`src/rtl/mfg_pkg.sv`:
```
package mfg_pkg;
    localparam int WORD_W = 64;
    localparam int CRC_W  = 32;

    typedef enum logic [2:0] {
        SL_SYNC,
        SL_SCRAM,
        SL_SKIP,
        SL_PAY,
        SL_DIAG
    } slot_e;

    localparam logic [WORD_W-1:0] SYNC_WORD = 64'h78F6_78F6_78F6_78F6;
    localparam logic [WORD_W-1:0] SKIP_WORD = 64'h1E00_0000_0000_0000;
    localparam logic [5:0]        SCRAM_TAG = 6'b001010;
    localparam logic [5:0]        DIAG_TAG  = 6'b011001;
    localparam logic [CRC_W-1:0]  CRC_POLY  = 32'h04C1_1DB7;
    localparam logic [CRC_W-1:0]  CRC_INIT  = 32'hFFFF_FFFF;

    // One 64-bit word through the CRC register, MSB first
    function automatic logic [CRC_W-1:0] crc32_step(input logic [CRC_W-1:0] c,
                                                    input logic [WORD_W-1:0] d);
        logic [CRC_W-1:0] r;
        r = c;
        for (int i = WORD_W - 1; i >= 0; i--) begin
            r = {r[CRC_W-2:0], 1'b0} ^ ((r[CRC_W-1] ^ d[i]) ? CRC_POLY : '0);
        end
        return r;
    endfunction

    typedef struct packed {
        logic [WORD_W-1:0] word;
        logic              ctrl;
        logic              sof;
        logic              burst;
        logic [1:0]        stat;
    } gen_st_t;
endpackage

```
`src/rtl/mfg_slot_seq.sv`:
```
module mfg_slot_seq
    import mfg_pkg::*;
#(
    parameter int MF_LEN = 2048,
    localparam int CW = $clog2(MF_LEN)
) (
    input  logic          clk,
    input  logic          rst_n,
    output slot_e         slot_o,
    output logic [CW-1:0] idx_o
);
    localparam logic [CW-1:0] LAST_IDX = CW'(MF_LEN - 1);

    logic [CW-1:0] cnt_d, cnt_q;

    always_comb begin
        cnt_d = (cnt_q == LAST_IDX) ? '0 : cnt_q + 1'b1;
        unique case (cnt_q)
            CW'(0):   slot_o = SL_SYNC;
            CW'(1):   slot_o = SL_SCRAM;
            CW'(2):   slot_o = SL_SKIP;
            LAST_IDX: slot_o = SL_DIAG;
            default:  slot_o = SL_PAY;
        endcase
    end

    always_ff @(posedge clk) begin
        if (!rst_n) cnt_q <= '0;
        else        cnt_q <= cnt_d;
    end

    assign idx_o = cnt_q;
endmodule

```
`src/rtl/mfg_crc_acc.sv`:
```
module mfg_crc_acc
    import mfg_pkg::*;
(
    input  logic              clk,
    input  logic              rst_n,
    input  logic              clr_i,
    input  logic              en_i,
    input  logic [WORD_W-1:0] data_i,
    output logic [CRC_W-1:0]  crc_o
);
    logic [CRC_W-1:0] crc_d, crc_q;

    always_comb begin
        crc_d = crc_q;
        if (clr_i)     crc_d = CRC_INIT;
        else if (en_i) crc_d = crc32_step(crc_q, data_i);
    end

    always_ff @(posedge clk) begin
        if (!rst_n) crc_q <= CRC_INIT;
        else        crc_q <= crc_d;
    end

    assign crc_o = crc_q;
endmodule

```
`src/rtl/mfg_metaframe_gen.sv`:
```
module mfg_metaframe_gen
    import mfg_pkg::*;
#(
    parameter int          MF_LEN     = 2048,
    parameter int          SOF_LEN    = 2,
    parameter logic [57:0] SCRAM_SEED = 58'h0AB_CDEF_1234_5678
) (
    input  logic              clk,
    input  logic              rst_n,
    input  logic              burst_en_i,
    input  logic [1:0]        stat_i,
    input  logic              fifo_empty_i,
    input  logic [WORD_W-1:0] fifo_data_i,
    output logic              fifo_rd_o,
    output logic [WORD_W-1:0] word_o,
    output logic              ctrl_o,
    output logic              sof_o
);
    localparam int CW = $clog2(MF_LEN);
    localparam logic [CW-1:0] SOF_IDX = CW'(SOF_LEN);

    slot_e            slot;
    logic [CW-1:0]    idx;
    logic [CRC_W-1:0] crc;
    gen_st_t          st_d, st_q;

    mfg_slot_seq #(.MF_LEN(MF_LEN)) seq_i (
        .clk    (clk),
        .rst_n  (rst_n),
        .slot_o (slot),
        .idx_o  (idx)
    );

    mfg_crc_acc crc_i (
        .clk    (clk),
        .rst_n  (rst_n),
        .clr_i  (slot == SL_DIAG),
        .en_i   (slot != SL_DIAG),
        .data_i (st_d.word),
        .crc_o  (crc)
    );

    always_comb begin
        st_d      = st_q;
        fifo_rd_o = 1'b0;
        st_d.sof  = (idx < SOF_IDX);
        st_d.ctrl = 1'b1;
        st_d.word = SKIP_WORD;
        unique case (slot)
            SL_SYNC: begin
                st_d.burst = burst_en_i;
                st_d.stat  = stat_i;
                st_d.word  = SYNC_WORD;
            end
            SL_SCRAM: st_d.word = {SCRAM_TAG, SCRAM_SEED};
            SL_SKIP:  st_d.word = SKIP_WORD;
            SL_PAY: begin
                if (st_q.burst && !fifo_empty_i) begin
                    fifo_rd_o = 1'b1;
                    st_d.word = fifo_data_i;
                    st_d.ctrl = 1'b0;
                end
            end
            SL_DIAG:  st_d.word = {DIAG_TAG, 24'h0, st_q.stat, crc};
            default:  st_d.word = SKIP_WORD;
        endcase
    end

    always_ff @(posedge clk) begin
        if (!rst_n) begin
            st_q       <= '0;
            st_q.ctrl  <= 1'b1;
        end else begin
            st_q <= st_d;
        end
    end

    assign word_o = st_q.word;
    assign ctrl_o = st_q.ctrl;
    assign sof_o  = st_q.sof;
endmodule

```
`config.mk`:
```
export PLATFORM = sky130hd
export DESIGN_NAME = mfg_metaframe_gen
export DESIGN_NICKNAME = d
export VERILOG_FILES = /design/src/rtl/mfg_pkg.sv /design/src/rtl/mfg_slot_seq.sv /design/src/rtl/mfg_crc_acc.sv /design/src/rtl/mfg_metaframe_gen.sv
export SDC_FILE = /design/constraint.sdc
export NUM_CORES = 1
export LEC_CHECK = 0
export BUFFER_PORTS_ARGS = -buffer_cell sky130_fd_sc_hd__buf_4
export CAP_MARGIN = 20
export CORE_MARGIN = 3
export CORE_UTILIZATION = 55
export CTS_BUF_LIST = sky130_fd_sc_hd__clkbuf_4
export DETAILED_ROUTE_END_ITERATION = 10
export GPL_TIMING_DRIVEN = 0
export PLACE_DENSITY = 0.87
export SLEW_MARGIN = 10
export SYNTH_ARGS = -nofsm -noshare
export SYNTH_HDL_FRONTEND = slang
export SYNTH_SLANG_ARGS = --single-unit
```
`constraint.sdc`:
```
create_clock -name clk -period 8.96 [get_ports clk]
set_clock_uncertainty 0.2 [all_clocks]
set_input_delay 0.448 -clock clk [delete_from_list [all_inputs] [get_ports clk]]
set_output_delay 0.448 -clock clk [all_outputs]
set_load 0.02 [all_outputs]
```
==> impl_metrics.env, run 1 <==
export IMPL_status="complete, no violations"
export IMPL_areaGrowthSynthToFinish_pct=14.2
export IMPL_wl_per_cell_um=23.4
export IMPL_fin_cells=1521
export IMPL_cp_max_fo=10
export IMPL_clockBufferDepth=2
export IMPL_synth_flop_cell="dfxtp_1"
export IMPL_slew_headroom_pct=45.1
export IMPL_max_stage_delay_ns=0.60
export IMPL_die_height_um=156
export IMPL_ys_async_sr_fraction_pct=0
export IMPL_vias=8698
export IMPL_cpMaxStageDelayCell="xnor3_1"
export IMPL_r2r_cells=21
export IMPL_setup_tns_ns=0
export IMPL_synth_largest_area_cell="xnor3_1"
export IMPL_cts_sinks=112
export IMPL_antenna_left=0
export IMPL_synth_ff_latch_count=112
export IMPL_crit_arrival_ns=8.86
export IMPL_netlist_area_leader_share_pct=21.1
export IMPL_finalCritPeriodShare_pct=96.2
export IMPL_viasPerCell=5.72
export IMPL_syn_area_um2=12400
export IMPL_finalWirelength_um=35600
export IMPL_rsz0062_at_grt="no"
export IMPL_cp_start_kind="flop"
export IMPL_dp_hpwl_um=29400
export IMPL_die_area_um2=24400
export IMPL_finalHoldViolCount=0
export IMPL_synth_most_common_cell="xnor2_1"
export IMPL_tritoncts="built"
export IMPL_synth_area_leaders="xnor3_1 (21%), dfxtp_1 (18%), xnor2_1 (18%)"
export IMPL_fin_hold_ws_ns=0.0121
export IMPL_critical_path_required_ns=9.19
export IMPL_drc_errors=0
export IMPL_synth_cells=1074
export IMPL_grt_max_degree=24
export IMPL_grt_pass1_wl_um=52800
export IMPL_clk_latency_ns=0.54
export IMPL_place_gp_congestion=1.04
export IMPL_dp_cells=1490
export IMPL_syn_nets=1148
export IMPL_path_clk_slew_ns=0.21
export IMPL_tightestPinTransition_ns=0.819
export IMPL_grt_overflow=0
export IMPL_antenna_found_initial=1
export IMPL_synth_edf_count=0
export IMPL_utilization_pct=64.5
export IMPL_start_util_pct=56.4
export IMPL_critPathCaptureType="flop"
export IMPL_fill_cells=1687
export IMPL_first_pass_iters=8
export IMPL_holdPathStages=3
export IMPL_grt_usage_pct=29.1
export IMPL_cts_root_buf="clkbuf_4"
export IMPL_grt_pass1_vias=8660
export IMPL_placementRows=54
export IMPL_drive_gt1_share_pct=27.4
export IMPL_num_io_pins=137
export IMPL_numCtsBuffers=9
export IMPL_path_cells="ha_1, and4_1, and4_1, clkbuf_1, clkbuf_2, nor3_1, nor3_4, xnor3_1, xnor3_2, xor3_1, xnor3_1, xnor3_1, xnor3_2, xnor2_2, xor3_1, xnor3_2, xnor3_2, xnor2_4, xor2_1, xnor3_1, nand2b_1"
export IMPL_max_freq_mhz=116
export IMPL_ys_types=73
export IMPL_cts_htree_levels=3
export IMPL_hold_path_class="primary input to flop"
export IMPL_ys_warn_count=0
export IMPL_crit_type="flop to flop"
export IMPL_drt_iter0_markers=920
export IMPL_drv_slew=0
export IMPL_setup_violations=0
export IMPL_ys_seq_area_share_pct=18.1
export IMPL_cap_violations=0
export IMPL_synth_top_cells_by_count="xnor2_1 (248), xnor3_1 (116), dfxtp_1 (112), nor2_1 (84), xor2_1 (84)"
export IMPL_die_w_um=156
export IMPL_core_area_um2=22000
export IMPL_syn_avg_cell_area_um2=11.5
export IMPL_nets=1309
export IMPL_port_buffers=136
export IMPL_period_needed_ns=8.62
## registers in the layout, indices dropped and copies added (netlist names)
name / cells
word_o: 64
crc_i.crc_o: 32
seq_i.idx_o: 11
st_q: 3
ctrl_o: 1
sof_o: 1
## through the flow
step | instance area (um^2) | setup WS [ns]
floorplan | 12400 | 1.54
CTS | 14000 | 0.189
global placement | 13800 | 0.285
detailed placement | 13800 | 0.265
global route | 14200 | 0.00461
finish | 14200 | 0.337
## logic make-up after synthesis
| group | count (synthesis) | synth area share (%) |
|---|---|---|
| adder cells (fa/ha/maj) | 4 | 0.404 |
| flip-flops | 112 | 18.1 |
| AO/OA/AOI/OAI | 103 | 6.80 |
| multiplexers | 3 | 0.242 |
| XOR/XNOR | 545 | 61.2 |
| buffers and inverters | 113 | 5.61 |
| AND/OR/NAND/NOR | 194 | 7.69 |
## layout make-up
type                            count  area (um^2)  area share, %
Multi-Input combinational cell    849         9530           67.4
Sequential cell                   112         2240           15.8
Timing Repair Buffer              150         1170           8.24
Buffer                            104          664           4.69
Tap cell                          280          350           2.48
Clock inverter                      7         92.6          0.654
Clock buffer                        9         67.6          0.477
Inverter                            9         33.8          0.239
Antenna cell                        1         2.50         0.0177
## worst max-delay path: cells and delay by family, from the launching register on
| family | cells | cell delay (ns) |
|---|---|---|
| xor+xnor | 13 | 5.63 |
| simple gates | 5 | 1.27 |
| buf+inv | 2 | 0.70 |
| flops | 1 | 0.49 |
| fa+ha+maj | 1 | 0.24 |
## cells in the final DEF, fill, tap and decap left out, types with 9 or more instances in the layout
cell type,n
clkbuf_4,9
xnor2_2,33
nor2_1,84
a31oi_1,13
xnor2_4,10
nand2_1,47
xnor2_1,246
clkbuf_1,26
xnor3_2,20
and2_1,11
dfxtp_1,112
a21oi_1,13
a22oi_1,10
o21ai_0,9
xor2_2,12
xor2_1,80
xnor3_1,116
xor3_1,18
a221oi_1,15
dlygate4sd3_1,11
buf_4,203
## path summary, 6_finish.rpt
path | startpoint | to | slack (ns)
max | seq_i.idx_o[0] | crc_i.crc_o[16] | 0.34
min | fifo_data_i[26] | word_o[26] | 0.01
max reg2reg | seq_i.idx_o[0] | crc_i.crc_o[16] | 0.34
min reg2reg | st_q[0] | st_q[0] | 0.34
## timing repair
action	4_1_cts	5_1_grt
hold buffers	11	0
endpoints found under the hold margin	11	0
buffers inserted	0	3
resized for setup	0	13
endpoints found under the setup margin	0	15
## metal layers
metal  track usage (%)  vias up  part of all wire (%)
li1                  -     3888                     -
met1              39.2     4131                    38
met2              46.5      567                    46
met3              5.05      112                    11
met4              12.8        0                   5.1
met5                 0        -                     0
Power of run 1 is not shown: default switching activity piles up to over one toggle a cycle in this logic, so the estimate is an artifact.
==> run 2: changes to the inputs <==
--- a/config.mk
+++ b/config.mk
@@ -12,8 +12,9 @@
 export CTS_BUF_LIST = sky130_fd_sc_hd__clkbuf_4
 export DETAILED_ROUTE_END_ITERATION = 10
 export GPL_TIMING_DRIVEN = 0
-export PLACE_DENSITY = 0.87
+export PLACE_DENSITY = 0.86
 export SLEW_MARGIN = 10
 export SYNTH_ARGS = -nofsm -noshare
 export SYNTH_HDL_FRONTEND = slang
+export SYNTH_HIERARCHICAL = 1
 export SYNTH_SLANG_ARGS = --single-unit
==> run 2 against run 1 <==
Via count grew 3.7%. Worst hold slack gained 0.059 ns. Flip-flop and latch count is the same. Non-clock buffer count grew 41. Fmax shrank 2.8%. Final cell count grew 2.4%. Register-to-register slack lost 0.25 ns. Area after synthesis grew 1.1%. Clock-buffer cell count is the same. Wire length grew 6.0%. Critical endpoint is now crc_i/crc_o[29].
==> impl_metrics.env, run 2 <==
export IMPL_grt_pass1_wl_um=54500
export IMPL_wl_per_cell_um=24.2
export IMPL_crit_type="flop to flop"
export IMPL_synth_ff_latch_count=112
export IMPL_synth_cells=1070
export IMPL_path_clk_slew_ns=0.23
export IMPL_numCtsBuffers=9
export IMPL_vias=9020
export IMPL_antenna_found_initial=1
export IMPL_rr_endpoint="crc_i/crc_o[29]"
export IMPL_worstReg2RegStart="seq_i/idx_o[3]"
export IMPL_drv_slew=0
export IMPL_nets=1345
export IMPL_syn_area_um2=12500
export IMPL_synth_flop_cell="dfxtp_1"
export IMPL_seqCellArea_um2=2240
export IMPL_drive_gt1_share_pct=29.6
export IMPL_grt_max_degree=25
export IMPL_max_freq_mhz=113
export IMPL_fin_hold_ws_ns=0.0707
export IMPL_critPathCaptureType="flop"
export IMPL_netlist_area_leader_share_pct=21.2
export IMPL_holdPathStages=3
export IMPL_cap_violations=0
export IMPL_start_util_pct=56.7
export IMPL_drc_errors=0
export IMPL_place_gp_congestion=0.989
export IMPL_die_w_um=157
export IMPL_first_pass_iters=7
export IMPL_reg2reg_slack_ns=0.09
export IMPL_ys_async_sr_fraction_pct=0
export IMPL_ys_types=58
export IMPL_num_io_pins=137
export IMPL_drt_iter0_markers=836
export IMPL_layout_commonest_cell="buf_4"
export IMPL_hold_path_class="primary input to flop"
export IMPL_finalHoldViolCount=0
export IMPL_tritoncts="built"
export IMPL_finalCritPeriodShare_pct=99.0
export IMPL_tightestPinTransition_ns=0.877
export IMPL_syn_avg_cell_area_um2=11.7
export IMPL_antenna_left=0
export IMPL_finalWirelength_um=37700
export IMPL_placementRows=54
export IMPL_fill_cells=1615
export IMPL_grt_pass1_vias=8877
export IMPL_cp_start_kind="flop"
export IMPL_min_from="fifo_data_i[5]"
export IMPL_rsz0062_at_grt="yes"
export IMPL_ys_seq_area_share_pct=17.9
export IMPL_synth_edf_count=0
export IMPL_synth_most_common_cell="xnor2_1"
export IMPL_holdPathEnd="word_o[5]"
export IMPL_r2r_cells=26
export IMPL_areaGrowthSynthToFinish_pct=19.1
export IMPL_status="complete, no violations"
export IMPL_clockBufferDepth=2
export IMPL_largest_reg_flops=64
export IMPL_cp_max_fo=10
export IMPL_cts_htree_levels=3
export IMPL_dp_hpwl_um=29700
export IMPL_port_buffers=136
export IMPL_synth_largest_area_cell="xnor3_1"
export IMPL_critical_path_required_ns=9.17
export IMPL_multiInputGateArea_um2=9900
export IMPL_mostFrequentLayoutCells="buf_4 (223), xnor2_1 (221), xnor3_1 (113)"
export IMPL_grt_overflow=0
export IMPL_core_area_um2=22100
export IMPL_period_needed_ns=8.87
export IMPL_crit_arrival_ns=9.08
export IMPL_die_height_um=157
export IMPL_clk_latency_ns=0.52
export IMPL_grt_usage_pct=30.0
export IMPL_cts_root_buf="clkbuf_4"
export IMPL_viasPerCell=5.79
export IMPL_setup_violations=0
export IMPL_cts_sinks=112
export IMPL_ys_warn_count=6
export IMPL_slew_headroom_pct=41.1
export IMPL_die_area_um2=24600
export IMPL_syn_nets=1144
export IMPL_synth_area_leaders="xnor3_1 (21%), dfxtp_1 (18%), xnor2_1 (17%)"
export IMPL_synth_top_cells_by_count="xnor2_1 (237), xnor3_1 (118), dfxtp_1 (112), xor2_1 (75), buf_4 (66)"
[run 2: how the worst max path moves through the flow]
stage	end	start	depth (start not counted)	slack, ns
final	crc_i/crc_o[29]	seq_i/idx_o[3]	26	0.09
after global routing	crc_i/crc_o[29]	seq_i/idx_o[0]	23	-0.13
after CTS	crc_i/crc_o[9]	seq_i/idx_o[3]	25	0.002
after detailed placement	crc_i/crc_o[9]	seq_i/idx_o[0]	24	-0.48
after global placement	crc_i/crc_o[9]	seq_i/idx_o[0]	24	-0.34
after floorplan	crc_i/crc_o[7]	seq_i/idx_o[9]	25	1.04
[run 2: cells by family (layout without fill, tap and decap cells)]
group	count (synthesis)	count (layout)	synth area share, %
xor+xnor	529	529	60.1
simple gates	173	173	7.63
compound gates	132	132	7.66
buf+inv	115	321	5.94
flops	112	112	17.9
mux	5	5	0.399
fa+ha+maj	4	4	0.399
other cells	0	2	0
[run 2: per-layer routing]
metal,wire length [um],vias up,global-route usage [%]
met5,0,-,0
met4,1640,0,10.9
met3,3350,104,6.13
met2,17800,485,49.2
met1,14900,4483,39.5
li1,-,3948,-
[run 2: through the flow]
stage                     cells  worst slack [ns]  setup TNS [ns]  util [%]  instance area (um^2)
final                      1558            0.0905               0      67.6                 14900
after global placement     1486            -0.339           -2.35      62.9                 13900
after CTS                  1534           0.00225               0      65.5                 14500
after detailed placement   1486            -0.477           -4.90      62.9                 13900
after global routing       1557            -0.128          -0.850      67.6                 14900
after floorplan            1070              1.04               0         -                 12500
[run 2: timing repair]
| action | 4_1_cts | 5_1_grt |
|---|---|---|
| cloned | 0 | 0 |
| buffers inserted | 0 | 22 |
| endpoints found under the hold margin | 33 | 0 |
| hold buffers | 32 | 0 |
| pin swaps | 0 | 12 |
| resized for setup | 9 | 37 |
| endpoints found under the setup margin | 27 | 26 |
[run 2: area by class of cell]
cell class | instances | area share, %
well taps | 280 | 2.35
clock inverters | 7 | 0.637
inverters | 10 | 0.268
flip-flops and latches | 112 | 15.0
diodes | 2 | 0.0335
repair buffers | 190 | 10.2
clock buffers | 9 | 0.453
multi-input cells | 843 | 66.3
plain buffers | 105 | 4.73
[run 2: critical path, stage by stage, from the launching register on]
cell	delay [ns]
dfxtp_1	0.44
nor4_1	0.27
nand2_1	0.14
nor4_1	0.28
o2bb2ai_1	0.16
buf_2	0.28
and4bb_4	0.30
buf_6	0.18
nand2_2	0.10
inv_4	0.12
buf_6	0.17
a21o_1	0.25
xnor2_4	0.19
xnor3_1	0.59
xnor3_1	0.43
xnor3_2	0.56
xor3_1	0.46
xnor3_2	0.39
xnor3_1	0.41
xnor3_1	0.24
xnor2_1	0.57
xnor3_2	0.68
xnor2_4	0.32
xnor2_1	0.20
xnor3_1	0.53
mux2i_1	0.18
nand2_1	0.07
Power of run 2 is left out for the same reason.
==> run 3: changes to the inputs <==
--- a/config.mk
+++ b/config.mk
@@ -7,12 +7,14 @@
 export LEC_CHECK = 0
 export BUFFER_PORTS_ARGS = -buffer_cell sky130_fd_sc_hd__buf_4
 export CAP_MARGIN = 20
+export CORE_ASPECT_RATIO = 1.2
 export CORE_MARGIN = 3
-export CORE_UTILIZATION = 55
+export CORE_UTILIZATION = 45
 export CTS_BUF_LIST = sky130_fd_sc_hd__clkbuf_4
 export DETAILED_ROUTE_END_ITERATION = 10
 export GPL_TIMING_DRIVEN = 0
-export PLACE_DENSITY = 0.86
+export PLACE_DENSITY = 0.75
+export SETUP_SLACK_MARGIN = 0.4
 export SLEW_MARGIN = 10
 export SYNTH_ARGS = -nofsm -noshare
 export SYNTH_HDL_FRONTEND = slang
==> run 3 against run 2 <==
Wire length grew 2.1%. Fmax grew 6.2%. Critical path type unchanged. First-iteration DRC count grew 0.36%. Highest routed layer unchanged.
==> impl_metrics.env, run 3 (same netlist as run 2, synthesis figures left out) <==
export IMPL_status="complete, no violations"
export IMPL_clockBufferDepth=2
export IMPL_r2r_cells=26
export IMPL_start_util_pct=46.0
export IMPL_fin_hold_ws_ns=0.0611
export IMPL_antenna_found_initial=2
export IMPL_grt_pass1_vias=8895
export IMPL_finalWirelength_um=38500
export IMPL_die_area_um2=29900
export IMPL_grt_overflow=0
export IMPL_wl_per_cell_um=23.1
export IMPL_cap_violations=0
export IMPL_dp_hpwl_um=30200
export IMPL_dp_slack_ns=-0.416
export IMPL_dp_cells=1546
export IMPL_viasPerCell=5.39
export IMPL_grt_max_degree=22
export IMPL_critical_path_required_ns=9.20
export IMPL_cts_root_buf="clkbuf_4"
export IMPL_hold_path_class="primary input to flop"
export IMPL_holdPathStages=3
export IMPL_clk_latency_ns=0.54
export IMPL_die_w_um=158
export IMPL_grt_pass1_wl_um=55100
export IMPL_drc_errors=0
export IMPL_tightestPinTransition_ns=0.862
export IMPL_antenna_left=0
export IMPL_cts_sinks=112
export IMPL_grt_usage_pct=25.3
export IMPL_num_io_pins=137
export IMPL_cp_start_kind="flop"
export IMPL_fill_cells=2196
export IMPL_drive_gt1_share_pct=35.2
export IMPL_cp_max_fo=10
export IMPL_worst_slack_ns=0.611
export IMPL_areaGrowthSynthToFinish_pct=25.3
export IMPL_setup_violations=0
export IMPL_largest_reg_flops=64
export IMPL_finalHoldViolCount=0
export IMPL_crit_type="flop to flop"
export IMPL_first_pass_iters=7
export IMPL_path_clk_slew_ns=0.21
export IMPL_cts_htree_levels=3
export IMPL_nets=1397
export IMPL_crit_arrival_ns=8.59
export IMPL_layout_commonest_cell="buf_4"
export IMPL_drv_slew=0
export IMPL_tritoncts="built"
export IMPL_slew_headroom_pct=42.1
export IMPL_vias=8994
export IMPL_critPathCaptureType="flop"
export IMPL_place_gp_congestion=1.02
export IMPL_die_height_um=189
export IMPL_max_freq_mhz=120
export IMPL_mostFrequentLayoutCells="buf_4 (271), xnor2_1 (209), dfxtp_1 (110)"
export IMPL_port_buffers=136
export IMPL_core_area_um2=27300
export IMPL_rsz0062_at_grt="yes"
export IMPL_drt_iter0_markers=839
export IMPL_finalCritPeriodShare_pct=93.2
export IMPL_numCtsBuffers=9
export IMPL_fin_cells=1670
export IMPL_utilization_pct=57.6
export IMPL_period_needed_ns=8.35
export IMPL_placementRows=66
-- run 3: final timing paths --
kind / from / to / slack, ns
setup reg to reg: seq_i/idx_o[9] / crc_i/crc_o[7] / 0.61
hold / removal: fifo_data_i[26] / word_o[26] / 0.06
hold reg to reg: seq_i/idx_o[0] / seq_i/idx_o[0] / 0.29
setup / recovery: seq_i/idx_o[9] / crc_i/crc_o[7] / 0.61
-- run 3: per-layer routing --
metal | vias to the layer above | routed length (um) | global-route usage [%]
li1 | 4053 | - | -
met1 | 4355 | 14800 | 31.7
met2 | 475 | 19000 | 42.7
met3 | 111 | 2560 | 3.42
met4 | 0 | 2180 | 11.9
met5 | - | 0 | 0
-- run 3: critical path, cell delays in order, from the launching register on --
cell and delay, ns:
dfxtp_1 0.41, nor4_1 0.28, nand2_1 0.14, nor4_2 0.22, o2bb2ai_1 0.16, clkbuf_4 0.23, and4bb_4 0.28, buf_6 0.18
nand2_2 0.10, inv_4 0.14, buf_6 0.16, a21o_1 0.23, xnor2_4 0.20, xnor3_2 0.56, xnor3_2 0.54, xor2_2 0.25
xor2_2 0.32, xnor3_2 0.52, xor2_4 0.32, xnor3_1 0.52, xnor3_2 0.51, xnor2_1 0.32, xnor3_2 0.42, xnor3_2 0.46
xor3_1 0.38, nor2_1 0.11, o21ai_1 0.07
-- run 3: timing repair --
item / in CTS / in global routing
resized for setup: 42 / 51
hold buffers: 30 / 0
hold endpoints to repair: 31 / 0
pin swaps: 16 / 23
endpoints found under the setup margin: 29 / 29
buffers inserted: 25 / 51
-- run 3: cell type report --
cell class                      count  area, um^2  area share (%)
Clock buffer                        9        67.6           0.430
Tap cell                          340         425            2.71
Clock inverter                      7        75.1           0.478
Inverter                           10        40.0           0.255
Buffer                            105         709            4.52
Sequential cell                   112        2240            14.3
Multi-Input combinational cell    843       10200            64.7
Timing Repair Buffer              242        1980            12.6
Antenna cell                        2        5.00          0.0319
-- run 3: through the flow --
stage / instance area, um^2 / TNS (ns)
final: 15700 / 0
after global routing: 15700 / 0
after CTS: 15000 / 0
after detailed placement: 14000 / -3.31
after global placement: 14000 / -1.68
after floorplan: 12500 / 0
Power of run 3 is left out for the same reason.
